**config.mk**
```make
export PLATFORM = sky130hd
export DESIGN_NAME = serial_dac_writer
export DESIGN_NICKNAME = d
export VERILOG_FILES = /design/src/rtl/dacw_pkg.sv /design/src/rtl/dacw_phase_timer.sv /design/src/rtl/dacw_bit_shifter.sv /design/src/rtl/serial_dac_writer.sv
export SDC_FILE = /design/constraint.sdc
export NUM_CORES = 1
export LEC_CHECK = 0
export ABC_CLOCK_PERIOD_IN_PS = 4800
export BUFFER_PORTS_ARGS = -buffer_cell sky130_fd_sc_hd__buf_2
export CAP_MARGIN = 20
export CORE_MARGIN = 3
export CORE_UTILIZATION = 34
export DETAILED_ROUTE_END_ITERATION = 10
export PLACE_DENSITY_LB_ADDON = 0.2
export SYNTH_ARGS = -nofsm -noshare
export SYNTH_HDL_FRONTEND = slang
export SYNTH_HIERARCHICAL = 1
export SYNTH_SLANG_ARGS = --single-unit
```
**constraint.sdc**
```tcl
create_clock -name clk -period 4.8 [get_ports clk]
set_input_delay 0.96 -clock clk [delete_from_list [all_inputs] [get_ports clk]]
set_output_delay 0.96 -clock clk [all_outputs]
set_load 0.02 [all_outputs]
```
**src/rtl/dacw_pkg.sv**
```systemverilog
package dacw_pkg;

    typedef enum logic [1:0] {
        PH_IDLE = 2'd0,
        PH_LOW  = 2'd1,
        PH_HIGH = 2'd2,
        PH_LOAD = 2'd3
    } phase_e;

    function automatic int max_cyc(input int a, input int b);
        return (a > b) ? a : b;
    endfunction

    function automatic int cnt_bits(input int v);
        return (v < 2) ? 1 : $clog2(v + 1);
    endfunction

endpackage

```
**src/rtl/dacw_phase_timer.sv**
```systemverilog
module dacw_phase_timer #(
    parameter int CNT_W = 4
) (
    input  logic             clk,
    input  logic             rst,
    input  logic             load,
    input  logic [CNT_W-1:0] load_val,
    output logic             expired
);
    logic [CNT_W-1:0] count;

    always_ff @(posedge clk) begin
        if (rst)
            count <= '0;
        else if (load)
            count <= load_val;
        else if (count != '0)
            count <= count - 1'b1;
    end

    assign expired = (count == '0);

    // a phase length never shortens once it has been loaded
    a_r2_steady_countdown: assert property (@(posedge clk) disable iff (rst)
        (!load && !expired) |=> (count == $past(count) - 1'b1));

endmodule

```
**src/rtl/dacw_bit_shifter.sv**
```systemverilog
module dacw_bit_shifter #(
    parameter int WORD_W = 12
) (
    input  logic              clk,
    input  logic              rst,
    input  logic              load,
    input  logic [WORD_W-1:0] word,
    input  logic              shift,
    output logic              msb,
    output logic              last
);
    localparam int IDX_W = dacw_pkg::cnt_bits(WORD_W - 1);

    logic [WORD_W-1:0] sr;
    logic [IDX_W-1:0]  remaining;

    always_ff @(posedge clk) begin
        if (rst) begin
            sr        <= '0;
            remaining <= '0;
        end else if (load) begin
            sr        <= word;
            remaining <= IDX_W'(WORD_W - 1);
        end else if (shift) begin
            sr        <= {sr[WORD_W-2:0], 1'b0};
            remaining <= remaining - 1'b1;
        end
    end

    assign msb  = sr[WORD_W-1];
    assign last = (remaining == '0);

    // no shift is asked for once the last bit is on the line
    a_r1_no_extra_shift: assert property (@(posedge clk) disable iff (rst)
        shift |-> !last);

endmodule

```
**src/rtl/serial_dac_writer.sv**
```systemverilog
module serial_dac_writer #(
    parameter int IN_W       = 16,
    parameter int WORD_W     = 12,
    parameter int SETUP_CYC  = 4,
    parameter int HOLD_CYC   = 8,
    parameter int CLK_HI_CYC = 9,
    parameter int CLK_LO_CYC = 12,
    parameter int LOAD_CYC   = 12
) (
    input  logic            clk,
    input  logic            rst,
    input  logic            in_valid,
    output logic            in_ready,
    input  logic [IN_W-1:0] in_word,
    input  logic            twos_comp,
    output logic            dac_sdata,
    output logic            dac_sclk,
    output logic            dac_load_n,
    output logic            done
);
    import dacw_pkg::*;

    localparam int LO_CYC = max_cyc(SETUP_CYC, CLK_LO_CYC);
    localparam int HI_CYC = max_cyc(HOLD_CYC, CLK_HI_CYC);
    localparam int CNT_W  = cnt_bits(max_cyc(max_cyc(LO_CYC, HI_CYC), LOAD_CYC));

    phase_e            phase;
    logic              accept;
    logic              tmr_load;
    logic [CNT_W-1:0]  tmr_val;
    logic              expired;
    logic              sh_load;
    logic              sh_shift;
    logic              sh_last;
    logic [WORD_W-1:0] coded;

    assign in_ready = (phase == PH_IDLE);
    assign accept   = in_valid && in_ready;
    assign coded    = {in_word[WORD_W-1] ^ twos_comp, in_word[WORD_W-2:0]};

    always_comb begin
        tmr_load = 1'b0;
        tmr_val  = '0;
        sh_load  = 1'b0;
        sh_shift = 1'b0;
        case (phase)
            PH_IDLE: if (accept) begin
                tmr_load = 1'b1;
                tmr_val  = CNT_W'(LO_CYC - 1);
                sh_load  = 1'b1;
            end
            PH_LOW: if (expired) begin
                tmr_load = 1'b1;
                tmr_val  = CNT_W'(HI_CYC - 1);
            end
            PH_HIGH: if (expired) begin
                tmr_load = 1'b1;
                if (sh_last) begin
                    tmr_val = CNT_W'(LOAD_CYC - 1);
                end else begin
                    tmr_val  = CNT_W'(LO_CYC - 1);
                    sh_shift = 1'b1;
                end
            end
            default: ;
        endcase
    end

    always_ff @(posedge clk) begin
        if (rst) begin
            phase      <= PH_IDLE;
            dac_sclk   <= 1'b0;
            dac_load_n <= 1'b1;
            done       <= 1'b0;
        end else begin
            done <= 1'b0;
            case (phase)
                PH_IDLE: if (accept) phase <= PH_LOW;
                PH_LOW: if (expired) begin
                    phase    <= PH_HIGH;
                    dac_sclk <= 1'b1;
                end
                PH_HIGH: if (expired) begin
                    dac_sclk <= 1'b0;
                    if (sh_last) begin
                        phase      <= PH_LOAD;
                        dac_load_n <= 1'b0;
                    end else begin
                        phase <= PH_LOW;
                    end
                end
                PH_LOAD: if (expired) begin
                    phase      <= PH_IDLE;
                    dac_load_n <= 1'b1;
                    done       <= 1'b1;
                end
                default: phase <= PH_IDLE;
            endcase
        end
    end

    dacw_phase_timer #(.CNT_W(CNT_W)) u_timer (
        .clk(clk), .rst(rst), .load(tmr_load), .load_val(tmr_val), .expired(expired)
    );

    dacw_bit_shifter #(.WORD_W(WORD_W)) u_shift (
        .clk(clk), .rst(rst), .load(sh_load), .word(coded), .shift(sh_shift),
        .msb(dac_sdata), .last(sh_last)
    );

    a_r3_data_held_high: assert property (@(posedge clk) disable iff (rst)
        dac_sclk |-> $stable(dac_sdata));

    a_r4_clock_low_in_load: assert property (@(posedge clk) disable iff (rst)
        !dac_load_n |-> !dac_sclk);

    a_r7_busy_through_load: assert property (@(posedge clk) disable iff (rst)
        (!dac_load_n || dac_sclk) |-> !in_ready);

    a_r9_done_on_strobe_end: assert property (@(posedge clk) disable iff (rst)
        done |-> (dac_load_n && !$past(dac_load_n)));

    a_r8_strobe_only_when_busy: assert property (@(posedge clk) disable iff (rst)
        in_ready |-> (dac_load_n && !dac_sclk));

endmodule

```
==> reports/results.ini, run 1 <==
[routing]
antenna_left=0
drt-total-wl_um=2494
drt-pass1-iter-count=4
drtIter0Drc=31
drcViolationCount=0
post_drt_wl_per_cell_um=11.34
vias=1027
vias_per_cell=4.668

[global_routing]
grt_max_degree=27
grt_pass1_vias=1011
grt.overflow.total=0
globalRouteTotalUtil_pct=11.07
antenna_found_initial=0
grt_pass1_wl_um=4491

[clocking]
cts.hold.buffers_added=0
insertion_delay_ps=260
cts_max_path_buffers=2
clk_pin_slew_ps=80
cts-buffers-inserted=3
cts_resized=0
cts_tree=yes
htree_levels=1
cts-root-buf=clkbuf_8
cts_setup_buffers=0
cts.sinks=25

[critical_path]
path_class=flip-flop to flip-flop
worstPathArrival_ps=2340
critPathCaptureType=flip-flop
crit_path_start_kind=flip-flop
slowest_stage=nor3b_4
slowest_delay_ps=460
required_ps=4930
crit_family=simple AND/OR/NAND/NOR gates
cpMostUsedCell=nand2_1
path_cells=inv_1 -> ha_1 -> nor3b_4 -> nand2_1 -> nor2_1 -> buf_4 -> mux2_2 -> nand2_1 -> a21oi_1
crit_buf_inv=2
critPathMaxFanout=17

[synth]
synth_top_area_cell=dfxtp_1
synth_edf_count=0
avgSynthCellArea_sq_um=8.906
synth_cells=153
netlist.area_leader.share_pct=36.73
yosys_register_bits=25
syn_nets=181
synth.most_common_cell=nand2_1
ys_seq_area_share_pct=36.73
synth_area_leaders=dfxtp_1 (37%), nand2_1 (9.1%), a21oi_1 (8.1%), ha_1 (7.3%), mux2_2 (5.8%)
ys_types=32
synthesis.area_sq_um=1363
async_flop_share_pct=0
synth_common_cells=nand2_1 (33), dfxtp_1 (25), a21oi_1 (22)
yosysWarnings=6
synthFlopType=dfxtp_1

[floorplanning]
fp-row-count=22
initial_core_util_pct=36.13
coreArea_sq_um=3771
fp.dieH_um=69.31
die_w_um=69.31
ios=25
dieArea_sq_um=4803

[timing]
setup_viol=0
final_max_slew_viol_count=0
period_needed_ps=2206
fmax_ghz=0.4532
clock_skew_ps=1.065
fin_tns_setup_ps=0
post-route-period-util_pct=45.97
rsz0062_at_grt=no
hold_viol=0

[power_and_ir_drop]
max-vdd-ir-drop_mv=0.2001
powerDensity_nw_per_um2=532.3
p_leak_nw=0.6220

[finish]
nNetsFinal=201
diodes=0
drive_above_1_share_pct=25.00
final_util_pct=40.48
area_growth_pct=12.03

[outcome]
outcome=complete, no violations

[placement]
gp_congestion=0.7585
hpwl_um=1765
io_buffers=20

[worst_hold_path]
hp-class=flip-flop to flip-flop

[flow_run]
maxCapViolCount=0

-- area by class of cell --
cell class	instances	area [sq um]
Sequential cell	25	500.5
Clock buffer	4	45.04
Multi-Input combinational cell	113	779.5
Timing Repair Buffer	21	107.6
Fill cell	377	2245
Inverter	9	33.78
Tap cell	48	60.06
-- layout by cell type (no fill, tap or decap) --
cell type | synthesis | layout
xor2_1 | 2 | 2
ha_1 | 8 | 8
xnor2_1 | 4 | 4
dfxtp_1 | 25 | 25
mux2_4 | 5 | 5
nor3b_4 | 1 | 1
a311oi_1 | 1 | 1
nand2b_1 | 2 | 2
inv_1 | 9 | 9
buf_2 | 2 | 20
mux2_2 | 7 | 7
a211oi_1 | 2 | 2
a21oi_1 | 22 | 22
and3b_2 | 1 | 1
a2bb2oi_2 | 1 | 1
nor2_1 | 5 | 5
clkbuf_8 | 0 | 3
nor2b_1 | 2 | 2
conb_1 | 1 | 1
nor3_2 | 2 | 2
o21bai_1 | 1 | 1
nand2_1 | 33 | 33
o32ai_1 | 1 | 1
or2_2 | 1 | 1
nor4b_4 | 1 | 1
nor3_1 | 3 | 3
o21ai_0 | 2 | 2
nand3_1 | 1 | 1
clkbuf_1 | 2 | 1
nor3b_1 | 2 | 2
buf_4 | 0 | 1
o22ai_1 | 2 | 2
-- logic make-up (layout without fill, tap and decap cells) --
group	Yosys count	count (layout)	synth area share (%)
muxes	12	12	11.29
AOI/OAI and AO/OA	32	32	13.77
and+or+nand+nor	54	54	20.66
other	1	1	0.2752
DFF	25	25	36.73
buffers and inverters	15	34	6.061
xor gates and xnor gates	6	6	3.857
adders and majority gates	8	8	7.346
-- tightest hold or removal path: stages (launching register included) --
cell and delay [ps]:
dfxtp_1 320, a21oi_1 110, a211oi_1 50
-- where the power goes --
| group | internal (mW) | leakage, nW | switching [mW] |
|---|---|---|---|
| registers | 0.260 | 0.206 | 0.0454 |
| clock network | 0.0592 | 0.0228 | 0.0624 |
| logic | 0.180 | 0.394 | 0.205 |
| total | 0.499 | 0.622 | 0.313 |
-- registers in the layout, summed over array words and instances (netlist names) --
register and flops:
u_shift/sr 12, u_shift/remaining 4, u_timer/count 4, phase 2, dac_load_n 1, dac_sclk 1, done 1
-- final timing paths --
kind	start	to	slack, ps	cells after the start
worst max register to register	u_timer/count[0]	u_shift/sr[4]	2590	9
worst max-delay path	u_timer/count[0]	u_shift/sr[4]	2590	9
worst min register to register	dac_sclk	dac_sclk	520	2
worst min-delay path	dac_sclk	dac_sclk	520	2
-- layer usage --
layer	part of all wire, %	vias up	global-route usage, %
met1	50	458	15.12
met4	0.68	0	3.905
met2	47	15	17.69
met5	0	-	0
li1	-	552	-
met3	3.2	2	1.594
-- stage by stage --
stage          cells  hold slack, ps  cell area, sq um  power, mW  worst slack [ps]
6_report         220           524.9              1526     0.8125              2594
3_3_place_gp     216           493.9              1481     0.6884              2613
3_5_place_dp     216           520.8              1481     0.6960              2610
2_1_floorplan    153           516.3              1363     0.6285              2869
5_1_grt          220           597.2              1526     0.8865              2303
4_1_cts          220           532.9              1526     0.8232              2581
Note: power is estimated with default switching activity, not from simulation.
==> inputs of run 2 (changes only) <==
--- a/config.mk
+++ b/config.mk
@@ -5,7 +5,7 @@
 export SDC_FILE = /design/constraint.sdc
 export NUM_CORES = 1
 export LEC_CHECK = 0
-export ABC_CLOCK_PERIOD_IN_PS = 4800
+export ABC_CLOCK_PERIOD_IN_PS = 1800
 export BUFFER_PORTS_ARGS = -buffer_cell sky130_fd_sc_hd__buf_2
 export CAP_MARGIN = 20
 export CORE_MARGIN = 3
==> constraint.sdc (replaced) <==
create_clock -name clk -period 1.8 [get_ports clk]
set_input_delay 0.36 -clock clk [delete_from_list [all_inputs] [get_ports clk]]
set_output_delay 0.36 -clock clk [all_outputs]
set_load 0.02 [all_outputs]
==> reports/results.ini, run 2 (synthesis results as in run 1) <==
[routing]
drt-pass1-iter-count=4
vias_per_cell=4.790
drt-total-wl_um=2804
drtIter0Drc=16
post_drt_wl_per_cell_um=11.78
drcViolationCount=0
vias=1140
antenna_left=0

[finish]
largest-register=u_shift/sr
largest_register_ff_count=12
diodes=0
area_growth_pct=29.20
drive_above_1_share_pct=37.89
reg.largest.list=u_shift/sr (12), u_shift/remaining (4), u_timer/count (4)
nNetsFinal=219
final_cell_mix=nand2_1 (32), a21oi_1 (22), dfxtp_1 (22)
final_common_cell=nand2_1

[placement]
io_buffers=20
hpwl_um=2021
gp_congestion=0.7664

[floorplanning]
coreArea_sq_um=3771
fp-row-count=22
fp.dieH_um=69.31
initial_core_util_pct=36.13
dieArea_sq_um=4803
die_w_um=69.31
ios=25

[timing]
fin_tns_setup_ps=0
final_max_slew_viol_count=0
hold_viol=0
hold_ws_ps=322.3
fmax_ghz=0.5773
clock_skew_ps=4.956
setup_viol=0
period_needed_ps=1732
post-route-period-util_pct=96.23

[power_and_ir_drop]
powerDensity_nw_per_um2=1465
max-vdd-ir-drop_mv=0.5978
p_leak_nw=0.7317

[critical_path]
critPathMaxFanout=7
slowest_delay_ps=340
ff2ff_setup_slack_ps=70
crit_path_start_kind=flip-flop
worstPathArrival_ps=1890
path_cells=inv_2 -> ha_4 -> nor3b_4 -> nand2_2 -> nor2_4 -> clkbuf_16 -> mux2_4 -> nand2_1 -> a21oi_1
r2r-start=u_timer/count[0]
r2r-end=u_shift/sr[6]
critPathCaptureType=flip-flop
path_class=flip-flop to flip-flop
crit_family=simple AND/OR/NAND/NOR gates
r2r_cells=9
slowest_stage=dfxtp_2
required_ps=1960
crit_buf_inv=2

[clocking]
cts-buffers-inserted=3
cts_tree=yes
cts-root-buf=clkbuf_8
htree_levels=1
cts.sinks=25
cts_max_path_buffers=2
clk_pin_slew_ps=90
insertion_delay_ps=270

[worst_hold_path]
min_from=in_word[9]
hp-class=input pin to flip-flop
hold_end=u_shift/sr[9]
hold_depth=3

[global_routing]
gr-usage-met1_pct=13.65
globalRouteTotalUtil_pct=11.11
grt_max_degree=18
grt_pass1_vias=1077
use_met2_pct=19.81
antenna_found_initial=0
grt.overflow.total=0
use_met3_pct=1.739
gr-max-usage-layer=met2
grt_pass1_wl_um=4505

[outcome]
outcome=complete, no violations

[flow_run]
maxCapViolCount=0

==> run 2: worst min-delay path, cell delays in order <==
cell and delay, ps:
buf_2 100, nand2_1 40, a21oi_1 50
==> run 2: worst max path at each step <==
stage	startpoint	end	slack (ps)	cells after the start
global placement	u_timer/count[1]	u_shift/sr[4]	30	9
finish	u_timer/count[0]	u_shift/sr[6]	70	9
detailed placement	u_timer/count[1]	u_shift/sr[1]	-4	9
CTS	u_timer/count[0]	u_shift/sr[1]	20	9
global route	u_timer/count[1]	u_shift/sr[6]	-7	9
floorplan	u_timer/count[1]	u_shift/sr[10]	-80	10
==> run 2: layout make-up <==
cell class                 count  area (sq um)
clock buffer                   3         41.29
clock inverter                 1         7.507
fill                         365          2011
inverter                       9         33.78
multi-input combinational    113         828.3
sequential                    25         504.2
tap                           48         60.06
timing repair buffer          39         285.3
==> run 2: metrics by stage <==
stage / power [mW] / setup slack [ps] / cells / instance area [sq um] / util (%)
5_1_grt: 2.780 / -7.459 / 238 / 1760 / 46.68
2_1_floorplan: 1.699 / -83.27 / 153 / 1378 / -
6_report: 2.579 / 67.87 / 238 / 1760 / 46.68
3_3_place_gp: 2.063 / 29.54 / 230 / 1614 / 42.80
3_5_place_dp: 2.096 / -3.907 / 230 / 1614 / 42.80
4_1_cts: 2.452 / 19.89 / 234 / 1665 / 44.16
==> run 2: where the power goes <==
part / switching, mW / total, mW / internal, mW
combinational: 0.688 / 1.44 / 0.750
clock: 0.186 / 0.343 / 0.157
sequential: 0.101 / 0.798 / 0.698
total: 0.975 / 2.58 / 1.60
==> run 2: what timing repair did <==
| action | CTS | global route |
|---|---|---|
| pin swaps | 0 | 2 |
| gates cloned | 0 | 1 |
| hold buffers | 0 | 0 |
| setup endpoints to repair | 6 | 13 |
| resized for setup | 1 | 7 |
| setup buffers | 0 | 3 |
==> run 2: layer usage <==
| layer | up-vias | wire [um] |
|---|---|---|
| met5 | - | 0 |
| met4 | 0 | 17 |
| met3 | 2 | 70 |
| met2 | 13 | 1432 |
| met1 | 538 | 1284 |
| li1 | 587 | - |
